## config.mk

```make
export PLATFORM = sky130hd
export DESIGN_NAME = tmr8_unit
export DESIGN_NICKNAME = d
export VERILOG_FILES = /design/src/rtl/tmr8_pkg.sv /design/src/rtl/tmr8_prescaler.sv /design/src/rtl/tmr8_counter.sv /design/src/rtl/tmr8_unit.sv
export SDC_FILE = /design/constraint.sdc
export NUM_CORES = 1
export LEC_CHECK = 0
export BUFFER_PORTS_ARGS = -buffer_cell sky130_fd_sc_hd__buf_2
export CORE_MARGIN = 10
export CORE_UTILIZATION = 40
export DETAILED_ROUTE_END_ITERATION = 16
export HOLD_SLACK_MARGIN = 0.02
export SLEW_MARGIN = 5
export SYNTH_ARGS = -nofsm -noshare
export SYNTH_HDL_FRONTEND = slang
export SYNTH_SLANG_ARGS = --single-unit
export TNS_END_PERCENT = 5
```

## constraint.sdc

```tcl
create_clock -name clk_i -period 3.4 [get_ports clk_i]
set_clock_uncertainty 0.15 [all_clocks]
set_input_delay 0.34 -clock clk_i [delete_from_list [all_inputs] [get_ports clk_i]]
set_output_delay 0.34 -clock clk_i [all_outputs]
set_load 0.005 [all_outputs]
```

## src/rtl/tmr8_pkg.sv

```systemverilog
package tmr8_pkg;
  localparam int CS_W      = 3;
  localparam int MAX_SHIFT = 10;

  localparam logic [2:0] A_CTRL = 3'd0;
  localparam logic [2:0] A_CNT  = 3'd1;
  localparam logic [2:0] A_CMP  = 3'd2;
  localparam logic [2:0] A_EN   = 3'd3;
  localparam logic [2:0] A_FLAG = 3'd4;

  // log2 of the divide ratio for a non-zero clock-select code
  function automatic logic [3:0] shift_of(input logic [CS_W-1:0] cs);
    case (cs)
      3'd2:    shift_of = 4'd3;
      3'd3:    shift_of = 4'd5;
      3'd4:    shift_of = 4'd6;
      3'd5:    shift_of = 4'd7;
      3'd6:    shift_of = 4'd8;
      3'd7:    shift_of = 4'd10;
      default: shift_of = 4'd0;
    endcase
  endfunction
endpackage

```

## src/rtl/tmr8_prescaler.sv

```systemverilog
module tmr8_prescaler
  import tmr8_pkg::*;
#(
  parameter int DIV_W = MAX_SHIFT
) (
  input  logic            clk_i,
  input  logic            rst_ni,
  input  logic [CS_W-1:0] cs_i,
  input  logic            restart_i,
  output logic            tick_o
);
  logic [DIV_W-1:0] div_q;
  logic [DIV_W:0]   span;
  logic             run;

  assign run    = (cs_i != '0);
  assign span   = ((DIV_W+1)'(1) << shift_of(cs_i)) - (DIV_W+1)'(1);
  assign tick_o = run && (div_q == span[DIV_W-1:0]);

  always_ff @(posedge clk_i or negedge rst_ni) begin
    if (!rst_ni)                  div_q <= '0;
    else if (restart_i || tick_o) div_q <= '0;
    else if (run)                 div_q <= div_q + 1'b1;
  end

  a_r11_restart: assert property (@(posedge clk_i) disable iff (!rst_ni)
    restart_i |=> (div_q == '0));
  a_r1_tick_needs_run: assert property (@(posedge clk_i) disable iff (!rst_ni)
    tick_o |-> (cs_i != '0));
endmodule

```

## src/rtl/tmr8_counter.sv

```systemverilog
module tmr8_counter #(
  parameter int CNT_W = 8
) (
  input  logic             clk_i,
  input  logic             rst_ni,
  input  logic             tick_i,
  input  logic             ctc_i,
  input  logic             we_i,
  input  logic [CNT_W-1:0] wdata_i,
  input  logic [CNT_W-1:0] cmp_i,
  output logic [CNT_W-1:0] cnt_o,
  output logic             ovf_evt_o,
  output logic             cmp_evt_o
);
  logic [CNT_W-1:0] cnt_q;
  logic             adv;

  assign adv       = tick_i && !we_i;
  assign ovf_evt_o = adv && (cnt_q == '1);
  assign cmp_evt_o = adv && (cnt_q == cmp_i);
  assign cnt_o     = cnt_q;

  always_ff @(posedge clk_i or negedge rst_ni) begin
    if (!rst_ni)                   cnt_q <= '0;
    else if (we_i)                 cnt_q <= wdata_i;
    else if (cmp_evt_o && ctc_i)   cnt_q <= '0;
    else if (adv)                  cnt_q <= cnt_q + 1'b1;
  end

  a_r2_hold: assert property (@(posedge clk_i) disable iff (!rst_ni)
    (!tick_i && !we_i) |=> $stable(cnt_q));
  a_r5_ctc_zero: assert property (@(posedge clk_i) disable iff (!rst_ni)
    (cmp_evt_o && ctc_i) |=> (cnt_q == '0));
  a_r4_past_match: assert property (@(posedge clk_i) disable iff (!rst_ni)
    (cmp_evt_o && !ctc_i) |=> (cnt_q == $past(cmp_i) + 1'b1));
  a_r9_load: assert property (@(posedge clk_i) disable iff (!rst_ni)
    we_i |=> (cnt_q == $past(wdata_i)));
endmodule

```

## src/rtl/tmr8_unit.sv

```systemverilog
module tmr8_unit
  import tmr8_pkg::*;
#(
  parameter int CNT_W = 8
) (
  input  logic             clk_i,
  input  logic             rst_ni,
  input  logic             wr_en_i,
  input  logic [2:0]       addr_i,
  input  logic [CNT_W-1:0] wdata_i,
  output logic [CNT_W-1:0] rdata_o,
  output logic             ovf_irq_o,
  output logic             cmp_irq_o
);
  localparam int CTRL_W = 5;
  localparam int N_EVT  = 2;

  logic [CTRL_W-1:0] ctrl_q;
  logic [CNT_W-1:0]  cmp_q;
  logic [N_EVT-1:0]  en_q, flag_q, irq_q, evt;
  logic [CNT_W-1:0]  cnt;
  logic              tick, ctc, restart;
  logic              wr_ctrl, wr_cnt, wr_cmp, wr_en, wr_flag;
  logic [CNT_W-1:0]  cmp_wval;

  assign wr_ctrl = wr_en_i && (addr_i == A_CTRL);
  assign wr_cnt  = wr_en_i && (addr_i == A_CNT);
  assign wr_cmp  = wr_en_i && (addr_i == A_CMP);
  assign wr_en   = wr_en_i && (addr_i == A_EN);
  assign wr_flag = wr_en_i && (addr_i == A_FLAG);

  assign ctc     = ctrl_q[4] && !ctrl_q[3];
  assign restart = wr_ctrl && (wdata_i[CS_W-1:0] != ctrl_q[CS_W-1:0]);

  // keep compare away from 0 and the top two counts
  assign cmp_wval = (wdata_i == '0 || wdata_i == '1 || wdata_i == {{(CNT_W-1){1'b1}}, 1'b0})
                    ? CNT_W'(1) : wdata_i;

  always_ff @(posedge clk_i or negedge rst_ni) begin
    if (!rst_ni) begin
      ctrl_q <= '0;
      cmp_q  <= '0;
      en_q   <= '0;
    end else begin
      if (wr_ctrl) ctrl_q <= wdata_i[CTRL_W-1:0];
      if (wr_cmp)  cmp_q  <= cmp_wval;
      if (wr_en)   en_q   <= wdata_i[N_EVT-1:0];
    end
  end

  tmr8_prescaler u_presc (
    .clk_i    (clk_i),
    .rst_ni   (rst_ni),
    .cs_i     (ctrl_q[CS_W-1:0]),
    .restart_i(restart),
    .tick_o   (tick)
  );

  tmr8_counter #(.CNT_W(CNT_W)) u_cnt (
    .clk_i    (clk_i),
    .rst_ni   (rst_ni),
    .tick_i   (tick),
    .ctc_i    (ctc),
    .we_i     (wr_cnt),
    .wdata_i  (wdata_i),
    .cmp_i    (cmp_q),
    .cnt_o    (cnt),
    .ovf_evt_o(evt[0]),
    .cmp_evt_o(evt[1])
  );

  for (genvar b = 0; b < N_EVT; b++) begin : g_evt
    always_ff @(posedge clk_i or negedge rst_ni) begin
      if (!rst_ni) begin
        flag_q[b] <= 1'b0;
        irq_q[b]  <= 1'b0;
      end else begin
        irq_q[b] <= evt[b] && en_q[b];
        if (evt[b])                      flag_q[b] <= !en_q[b];
        else if (wr_flag && wdata_i[b])  flag_q[b] <= 1'b0;
      end
    end

    a_r6_single_pulse: assert property (@(posedge clk_i) disable iff (!rst_ni)
      irq_q[b] |=> !irq_q[b]);
    a_r6_flag_clear: assert property (@(posedge clk_i) disable iff (!rst_ni)
      irq_q[b] |-> !flag_q[b]);
  end

  assign ovf_irq_o = irq_q[0];
  assign cmp_irq_o = irq_q[1];

  always_comb begin
    rdata_o = '0;
    case (addr_i)
      A_CTRL:  rdata_o = CNT_W'(ctrl_q);
      A_CNT:   rdata_o = cnt;
      A_CMP:   rdata_o = cmp_q;
      A_EN:    rdata_o = CNT_W'(en_q);
      A_FLAG:  rdata_o = CNT_W'(flag_q);
      default: rdata_o = '0;
    endcase
  end

  a_r10_cmp_legal: assert property (@(posedge clk_i) disable iff (!rst_ni)
    (cmp_q != '1) && (cmp_q != {{(CNT_W-1){1'b1}}, 1'b0}));
  a_r10_zero_coerced: assert property (@(posedge clk_i) disable iff (!rst_ni)
    (wr_cmp && wdata_i == '0) |=> (cmp_q == CNT_W'(1)));
endmodule

```

**After elaboration in Yosys (flattened, before gate mapping)**

Index checks and enable logic that the tools add are counted.

- Logic and storage cells: 71
- Bits in writable memories: 0
- Register bits after elaboration: 37
- ROM bits: 0
- Memories: 0
- Input port bits: 14
- Latch bits: 0

- Bitwise logic cells: 0
- Multipliers: 0
- Reductions and logical operators: 30
- Order comparisons: 0
- Divide/modulo/power cells: 0
- Multiplexer cells: 12
- Equal/unequal tests: 16
- Add/sub/neg operators: 3
- Shifts and indexed selects: 1

Operators with widths:

| kind | number |
|---|---|
| $pmux 8 s5 | 1 |
| $mux 8 | 4 |
| $eq 8x8->1 const B | 3 |
| $pmux 4 s6 | 1 |
| $mux 10 | 2 |
| $logic_and 1x1->1 | 16 |
| $eq 3x3->1 const B | 5 |
| $eq 3x2->1 const B | 4 |
| $add 10x1->10 const B | 1 |
| $eq 10x10->1 | 1 |
| $shl 1x4->10 const A | 1 |
| $sub 10x2->10 const B | 1 |
| $add 8x1->8 const B | 1 |
| $eq 8x8->1 | 1 |
| $logic_not 8->1 | 1 |
| $reduce_bool 2->1 | 3 |
| $reduce_bool 3->1 | 2 |
| $logic_not 1->1 | 4 |
| $mux 1 | 4 |
| $eq 3x1->1 const B | 1 |
| $logic_not 3->1 | 1 |
| $logic_or 1x1->1 | 3 |
| $ne 3x3->1 | 1 |

**Depth between registers and ports, before layout**

Gate-level depths: netlist of the first run.

- Depth after elaboration: 11
- Gate-level depth with buffers: 11
- Mapped depth without buffers: 8

**Cells and area by module**

Synthesis of the first run repeated with hierarchy kept, for this count alone.

- Cells, all modules: 244
- Area total of the unflattened synthesis: 2,414.8 um^2

By module, submodules not included:

| module | area each (um^2) | times used | cells each |
|---|---|---|---|
| tmr8_unit | 1,083.5 | 1 | 96 |
| tmr8_prescaler | 742.0 | 1 | 85 |
| tmr8_counter | 589.3 | 1 | 63 |

**Worst setup path after synthesis of the first run**

OpenSTA, ideal clock, no wires.

- Path type: reg-to-reg
- Start point: register ctrl_q[1]
- End point: register flag_q[1]
- Stages on the path, launching flop included: 11
- Setup slack: 0.328 ns
- Clock period less this slack: 3.072 ns
- Data arrival time: 2.798 ns
- Cell sequence: dfrtp_1 or2_2 ha_1 buf_6 nor2b_4 a2111oi_2 a31oi_1 or4_1 buf_2 or4b_4 mux2i_1

- Word-level cells in the longest chain between the ends: 9

RTL lines:

| what | line | text |
|---|---|---|
| start: declaration | tmr8_unit.sv:18 | `logic [CTRL_W-1:0] ctrl_q;` |
| start signal: assignment | tmr8_unit.sv:45 | `if (wr_ctrl) ctrl_q <= wdata_i[CTRL_W-1:0];` |
| $eq 3x3->1 / $eq 3x2->1 (equally long branches) | tmr8_pkg.sv:13 | `case (cs)` |
| $pmux 4 s6 | tmr8_pkg.sv:13 |  |
| $shl 1x4->10 | tmr8_prescaler.sv:17 | `assign span = ((DIV_W+1)'(1) << shift_of(cs_i)) - (DIV_W+1)'(1);` |
| $sub 10x2->10 | tmr8_prescaler.sv:17 |  |
| $eq 10x10->1 | tmr8_prescaler.sv:18 | `assign tick_o = run && (div_q == span[DIV_W-1:0]);` |
| $logic_and 1x1->1 (*) | tmr8_prescaler.sv:18 |  |
| $logic_and 1x1->1 (*) | tmr8_counter.sv:18 | `assign adv = tick_i && !we_i;` |
| $logic_and 1x1->1 (*) | tmr8_counter.sv:20 | `assign cmp_evt_o = adv && (cnt_q == cmp_i);` |
| $mux 1 / $reduce_bool 2->1 (equally long branches) | - |  |
| end signal: indexed assignment | tmr8_unit.sv:79 | `if (evt[b]) flag_q[b] <= !en_q[b];` |
| end: declaration | tmr8_unit.sv:20 | `logic [N_EVT-1:0] en_q, flag_q, irq_q, evt;` |

Mark *: on every way between the ends. The rest lies on a longest branch, timed or not.
A chain may end at the register's enable or synchronous reset.

**Worst setup path after layout of the first run**

Ends and elaborated chain as after synthesis.

==> results of run 1 <==
[where the power goes]
part           switching [W]  internal, W  total (W)
logic               0.000246     0.000251   0.000497
clock network       0.000167     0.000142   0.000309
registers           0.000157     0.000545   0.000702
total               0.000570     0.000937    0.00151
[cells in the mapped netlist (all sizes together) (2+ instances only)]
| library cell | count | area share |
|---|---|---|
| a22o | 5 | 0.019 |
| a31oi | 9 | 0.024 |
| nand3 | 8 | 0.017 |
| a21oi | 6 | 0.013 |
| buf | 7 | 0.019 |
| a211oi | 2 | 0.0085 |
| mux2 | 6 | 0.029 |
| o31ai | 3 | 0.0096 |
| or4b | 6 | 0.027 |
| or2 | 2 | 0.0053 |
| xnor2 | 12 | 0.045 |
| dfrtp | 37 | 0.39 |
| and2 | 4 | 0.011 |
| xor2 | 11 | 0.041 |
| mux2i | 5 | 0.021 |
| o21ai | 11 | 0.023 |
| nor2b | 7 | 0.022 |
| or3 | 2 | 0.0053 |
| nor3 | 2 | 0.0043 |
| a22oi | 7 | 0.022 |
| ha | 3 | 0.016 |
| nor2 | 39 | 0.062 |
| nand2 | 23 | 0.037 |
| and3 | 9 | 0.024 |
| or4 | 2 | 0.0064 |
| clkbuf | 9 | 0.014 |
| nand4 | 6 | 0.016 |
| inv | 5 | 0.0080 |
| nor4 | 3 | 0.0080 |
| o22ai | 2 | 0.0053 |
[layer usage]
metal	share of wire	vias up	global-route usage
met1	0.49	949	0.1620
li1	-	985	-
met3	0.043	2	0.02626
met2	0.46	37	0.1835
met5	0	-	0
met4	0.0044	0	0.02818
[through the flow]
stage          area [um2]  hold WS, ns
3_3_place_gp         2511       0.3437
5_1_grt              2597      0.06907
3_5_place_dp         2511       0.3537
2_1_floorplan        2355      -0.1056
6_report             2597     -0.01002
4_1_cts              2597      0.03489
[cell type report]
class | instances | area, um2 | area share
Clock inverter | 3 | 17.52 | 0.006744
Inverter | 5 | 18.77 | 0.007225
Sequential cell | 37 | 925.9 | 0.3565
Multi-Input combinational cell | 207 | 1331 | 0.5125
Timing Repair Buffer | 27 | 145.1 | 0.05588
Tap cell | 72 | 90.09 | 0.03468
Clock buffer | 5 | 68.82 | 0.02649
[cells by family (layout without fill, tap and decap cells)]
logic type,count (synthesis),in the layout
xor+xnor,23,23
simple gates,117,117
flops,37,37
mux,11,11
other cells,1,1
fa+ha+maj,3,3
buf+inv,21,40
compound gates,52,52
[placed cells by master, fill, tap and decap left out, drive strengths merged, types with 5 or more instances in the layout]
cell type / count
nor2: 39
dfrtp: 37
buf: 27
nand2: 23
xnor2: 12
xor2: 11
o21ai: 11
a31oi: 9
and3: 9
nand3: 8
a22oi: 7
nor2b: 7
a21oi: 6
mux2: 6
nand4: 6
or4b: 6
mux2i: 5
inv: 5
a22o: 5
clkbuf: 5
[sequential cells by signal, indices dropped and copies added, names as in the netlist]
name,cells
u_presc.div_q,10
cmp_q,8
u_cnt.cnt_o,8
ctrl_q,5
en_q,2
flag_q,2
cmp_irq_o,1
ovf_irq_o,1
[path summary, 6_finish.rpt]
kind / end
max: flag_q[1]
min: cmp_q[7]
max reg2reg: flag_q[1]
min reg2reg: flag_q[0]
max in group asynchronous: u_presc.div_q[9]
min in group clk_i: cmp_q[5]
==> run summary, run 1 <==
status -> finished with violations
failing checks -> negative hold slack
layout cells sized above 1 -> 0.1690
vias per inst -> 5.542
reg2reg path depth -> 8
crit-path max FO -> 19
root buf cell -> clkbuf_8
HP Class -> in2async
Worst Setup SP -> ctrl_q[1]
TNS Setup -> 0 ns
pin count of the biggest net entering global routing -> 38
Clock Path Buffers -> 2
row count -> 27
Worst Setup End Kind -> register
post-CTS setup buffer count -> 0
synthesized cell area -> 2355 um2
CTS tree -> built
final setup fails -> 0
WP data arrival -> 3.24 ns
initial antenna violation count -> 0
antenna diode count -> 0
initial core utilization -> 0.4199
# IOs -> 24
mux share of post-synthesis cell area -> 0.04995
Leak Pwr -> 1.139 nW
DRC viols -> 0
Total Power -> 0.001507 W
Compound-Gate Fraction of Synth Area -> 0.1536
Reg2Reg Setup Slack -> 0.18 ns
Post-Syn Nets -> 282
Fill cells -> 561
slew of the pin with the lowest slew margin -> 0.8497 ns
fin util -> 0.4632
Place WS -> 0.1795 ns
CTS sink cnt -> 37
Crit path largest cell delay -> 0.79 ns
Post-Synth XOR/XNOR Area -> 0.08555
Detail Placement HPWL -> 4.144 mm
Post-synth top flop -> dfrtp_1
Yosys reg bits -> 37
Post-Synth Simple-Gate Area -> 0.2588
via count -> 1973
fin cells -> 356
Initial DRC Count -> 100
placed cell count -> 348
Power Dens Cells -> 580.2 nW/um2
total iterations of the first detailed-routing run -> 4
Fin. Hold Viols -> 6
Global Route Usage Sum -> 0.1184
GP Congestion -> 0.8092
Cells after Synth -> 265
final worst setup slack -> 0.1821 ns
max-cap violation count -> 0
Nets -> 300
global-route wire length before repair -> 9.632 mm
Synth cell types -> 48
Routed WL per cell -> 15.87 um
clock buffer count from CTS -> 5
adder-cell share of the synthesized area -> 0.01594
Final ANT Viol Nets -> 0
Synth async-reset ratio -> 1.000
RSZ-0062 raised after global routing -> false
# hold bufs at CTS -> 0
Slowest-stage cell, CP -> or4_1
relative slew slack -> 0.4335
f_max -> 310.8 MHz
Critical Path RT -> 3.42 ns
Max IR drop VDD -> 0.3682 mV
H-tree levels -> 2
Final period util -> 0.9465
vias in the first global route -> 1898
Port Buffer Count -> 23
synthesized area per cell -> 8.886 um2
Die Y -> 96.73 um
cells resized by post-CTS repair -> 0
post-synthesis sequential area ratio -> 0.3932
minimum clock period after layout -> 3.218 ns
Crit path buffers/inverters -> 0
total global routing overflow -> 0
Worst path depth -> 8
worst path cell trace -> or2_2 -> ha_1 -> nor2b_4 -> a2111oi_2 -> a31oi_1 -> or4_1 -> or4b_4 -> mux2i_1
Worst R2R Start -> ctrl_q[1]
CP Class -> reg2reg
final hold slack -> -0.01002 ns
clock latency on the worst-skew pair -> 0.29 ns
Post-synth EDFFs -> 0
Slew Viols, Final -> 0
Die Width -> 96.73 um
drt total wl -> 5.649 mm
Reg clk slew, reported paths -> 0.09 ns
crit-path leading delay family -> simple AND/OR/NAND/NOR gates
startpoint types -> register
core area -> 5608 um2
die area -> 9356 um2
main combinational cell family by area after synthesis -> simple AND/OR/NAND/NOR gates
Layout area overhead -> 10.31%
Synth Warn # -> 0
No activity file was read; power rests on OpenSTA's default activity.
==> inputs of run 2 (changes only) <==
--- a/config.mk
+++ b/config.mk
@@ -6,6 +6,7 @@
 export NUM_CORES = 1
 export LEC_CHECK = 0
 export BUFFER_PORTS_ARGS = -buffer_cell sky130_fd_sc_hd__buf_2
+export CORE_ASPECT_RATIO = 0.5
 export CORE_MARGIN = 10
 export CORE_UTILIZATION = 40
 export DETAILED_ROUTE_END_ITERATION = 16
==> run 2 against run 1 <==
  * The flow now finishes without violations
  * Register-to-register slack lost 0.05 ns
  * First-iteration DRC count grew to 2.5 times the previous value
  * Sequential cell count is the same
  * Largest cell class unchanged
  * Setup slack lost 0.052 ns
  * Via count grew 1.7%
==> run summary, run 2 (synthesis gave the netlist of run 1 again) <==
row count -> 19
Final ANT Viol Nets -> 0
Detail Placement HPWL -> 4.419 mm
Nets -> 300
final worst setup slack -> 0.1302 ns
Critical Path RT -> 3.41 ns
Routed WL per cell -> 16.85 um
Die Y -> 74.26 um
Leak Pwr -> 1.165 nW
total iterations of the first detailed-routing run -> 4
Reg clk slew, reported paths -> 0.05 ns
Final period util -> 0.9617
CTS sink cnt -> 37
Worst Setup End Kind -> register
Crit path buffers/inverters -> 0
minimum clock period after layout -> 3.270 ns
total global routing overflow -> 0
Reg with most FFs -> u_presc.div_q
final setup fails -> 0
slew of the pin with the lowest slew margin -> 0.9137 ns
Initial DRC Count -> 252
fin util -> 0.4753
Port Buffer Count -> 23
Clock Path Buffers -> 2
drt total wl -> 5.998 mm
Die Width -> 128.5 um
post-CTS setup buffer count -> 0
RSZ-0062 raised after global routing -> false
Layout area overhead -> 12.75%
Crit path largest cell delay -> 0.80 ns
vias per inst -> 5.635
CTS tree -> built
core area -> 5587 um2
most frequent cells in the layout -> nor2_1, dfrtp_1, nand2_1, buf_2, xnor2_1
layout cells sized above 1 -> 0.1625
HP Class -> in2async
Fin. Hold Viols -> 0
die area -> 9542 um2
crit-path max FO -> 19
cells resized by post-CTS repair -> 0
TNS Setup -> 0 ns
Slowest-stage cell, CP -> or4_1
f_max -> 305.8 MHz
vias in the first global route -> 1951
root buf cell -> clkbuf_16
commonest non-fill, non-tap cell in the layout -> nor2_1
Max IR drop VDD -> 0.2343 mV
Largest register FFs -> 10
pin count of the biggest net entering global routing -> 38
max-cap violation count -> 0
WP data arrival -> 3.28 ns
final hold slack -> 0.009440 ns
DRC viols -> 0
clock buffer count from CTS -> 5
via count -> 2006
crit-path leading delay family -> simple AND/OR/NAND/NOR gates
antenna diode count -> 0
CP Class -> reg2reg
Reg2Reg Setup Slack -> 0.13 ns
Global Route Usage Sum -> 0.1303
global-route wire length before repair -> 9.998 mm
H-tree levels -> 2
GP Congestion -> 0.8845
# hold bufs at CTS -> 0
initial core utilization -> 0.4215
worst path cell trace -> or2_2 -> ha_1 -> xor2_1 -> o31a_1 -> o221ai_1 -> or4_1 -> or4b_4 -> mux2i_1
status -> finished, final reports clean
relative slew slack -> 0.3909
initial antenna violation count -> 0
Power Dens Cells -> 630.5 nW/um2
clock latency on the worst-skew pair -> 0.28 ns
startpoint types -> register
Place WS -> 0.1432 ns
# IOs -> 24
Slew Viols, Final -> 0
==> run 2: stage by stage <==
step                      std cells  power [W]  cell area, um2
after detailed placement        349   0.001215            2512
after CTS                       356   0.001682            2655
final                           356   0.001674            2655
after floorplan                 265   0.001063            2355
after global placement          349   0.001193            2512
after global routing            356   0.001785            2655
==> run 2: report_power, final <==
part	switching, W	internal, W	total, W
sequential	0.000163	0.000546	0.000709
clock	0.000175	0.000288	0.000463
combinational	0.000252	0.000250	0.000502
==> run 2: final timing paths <==
kind	start	endpoint	cells past startpoint
worst max-delay path	ctrl_q[1]	flag_q[1]	8
worst min-delay path	rst_ni	u_presc.div_q[4]	1
worst max register to register	ctrl_q[1]	flag_q[1]	8
worst min register to register	cmp_q[5]	cmp_q[5]	2
max in group asynchronous	rst_ni	u_cnt.cnt_o[0]	1
min in group clk_i	wdata_i[6]	cmp_q[6]	2
==> run 2: area by class of cell <==
| cell class | instances | area, um2 |
|---|---|---|
| multi-input combinational | 207 | 1331 |
| fill | 507 | 2932 |
| clock buffer | 7 | 142.6 |
| inverter | 5 | 18.77 |
| tap | 73 | 91.34 |
| timing repair buffer | 27 | 145.1 |
| sequential | 37 | 925.9 |
==> run 2: routing by layer <==
metal  vias to the layer above  share of wire  track usage
li1                        985              -            -
met1                       978           0.48       0.1719
met2                        36           0.45       0.2030
met3                         7          0.051      0.03546
met4                         0          0.013      0.04540
met5                         -              0            0
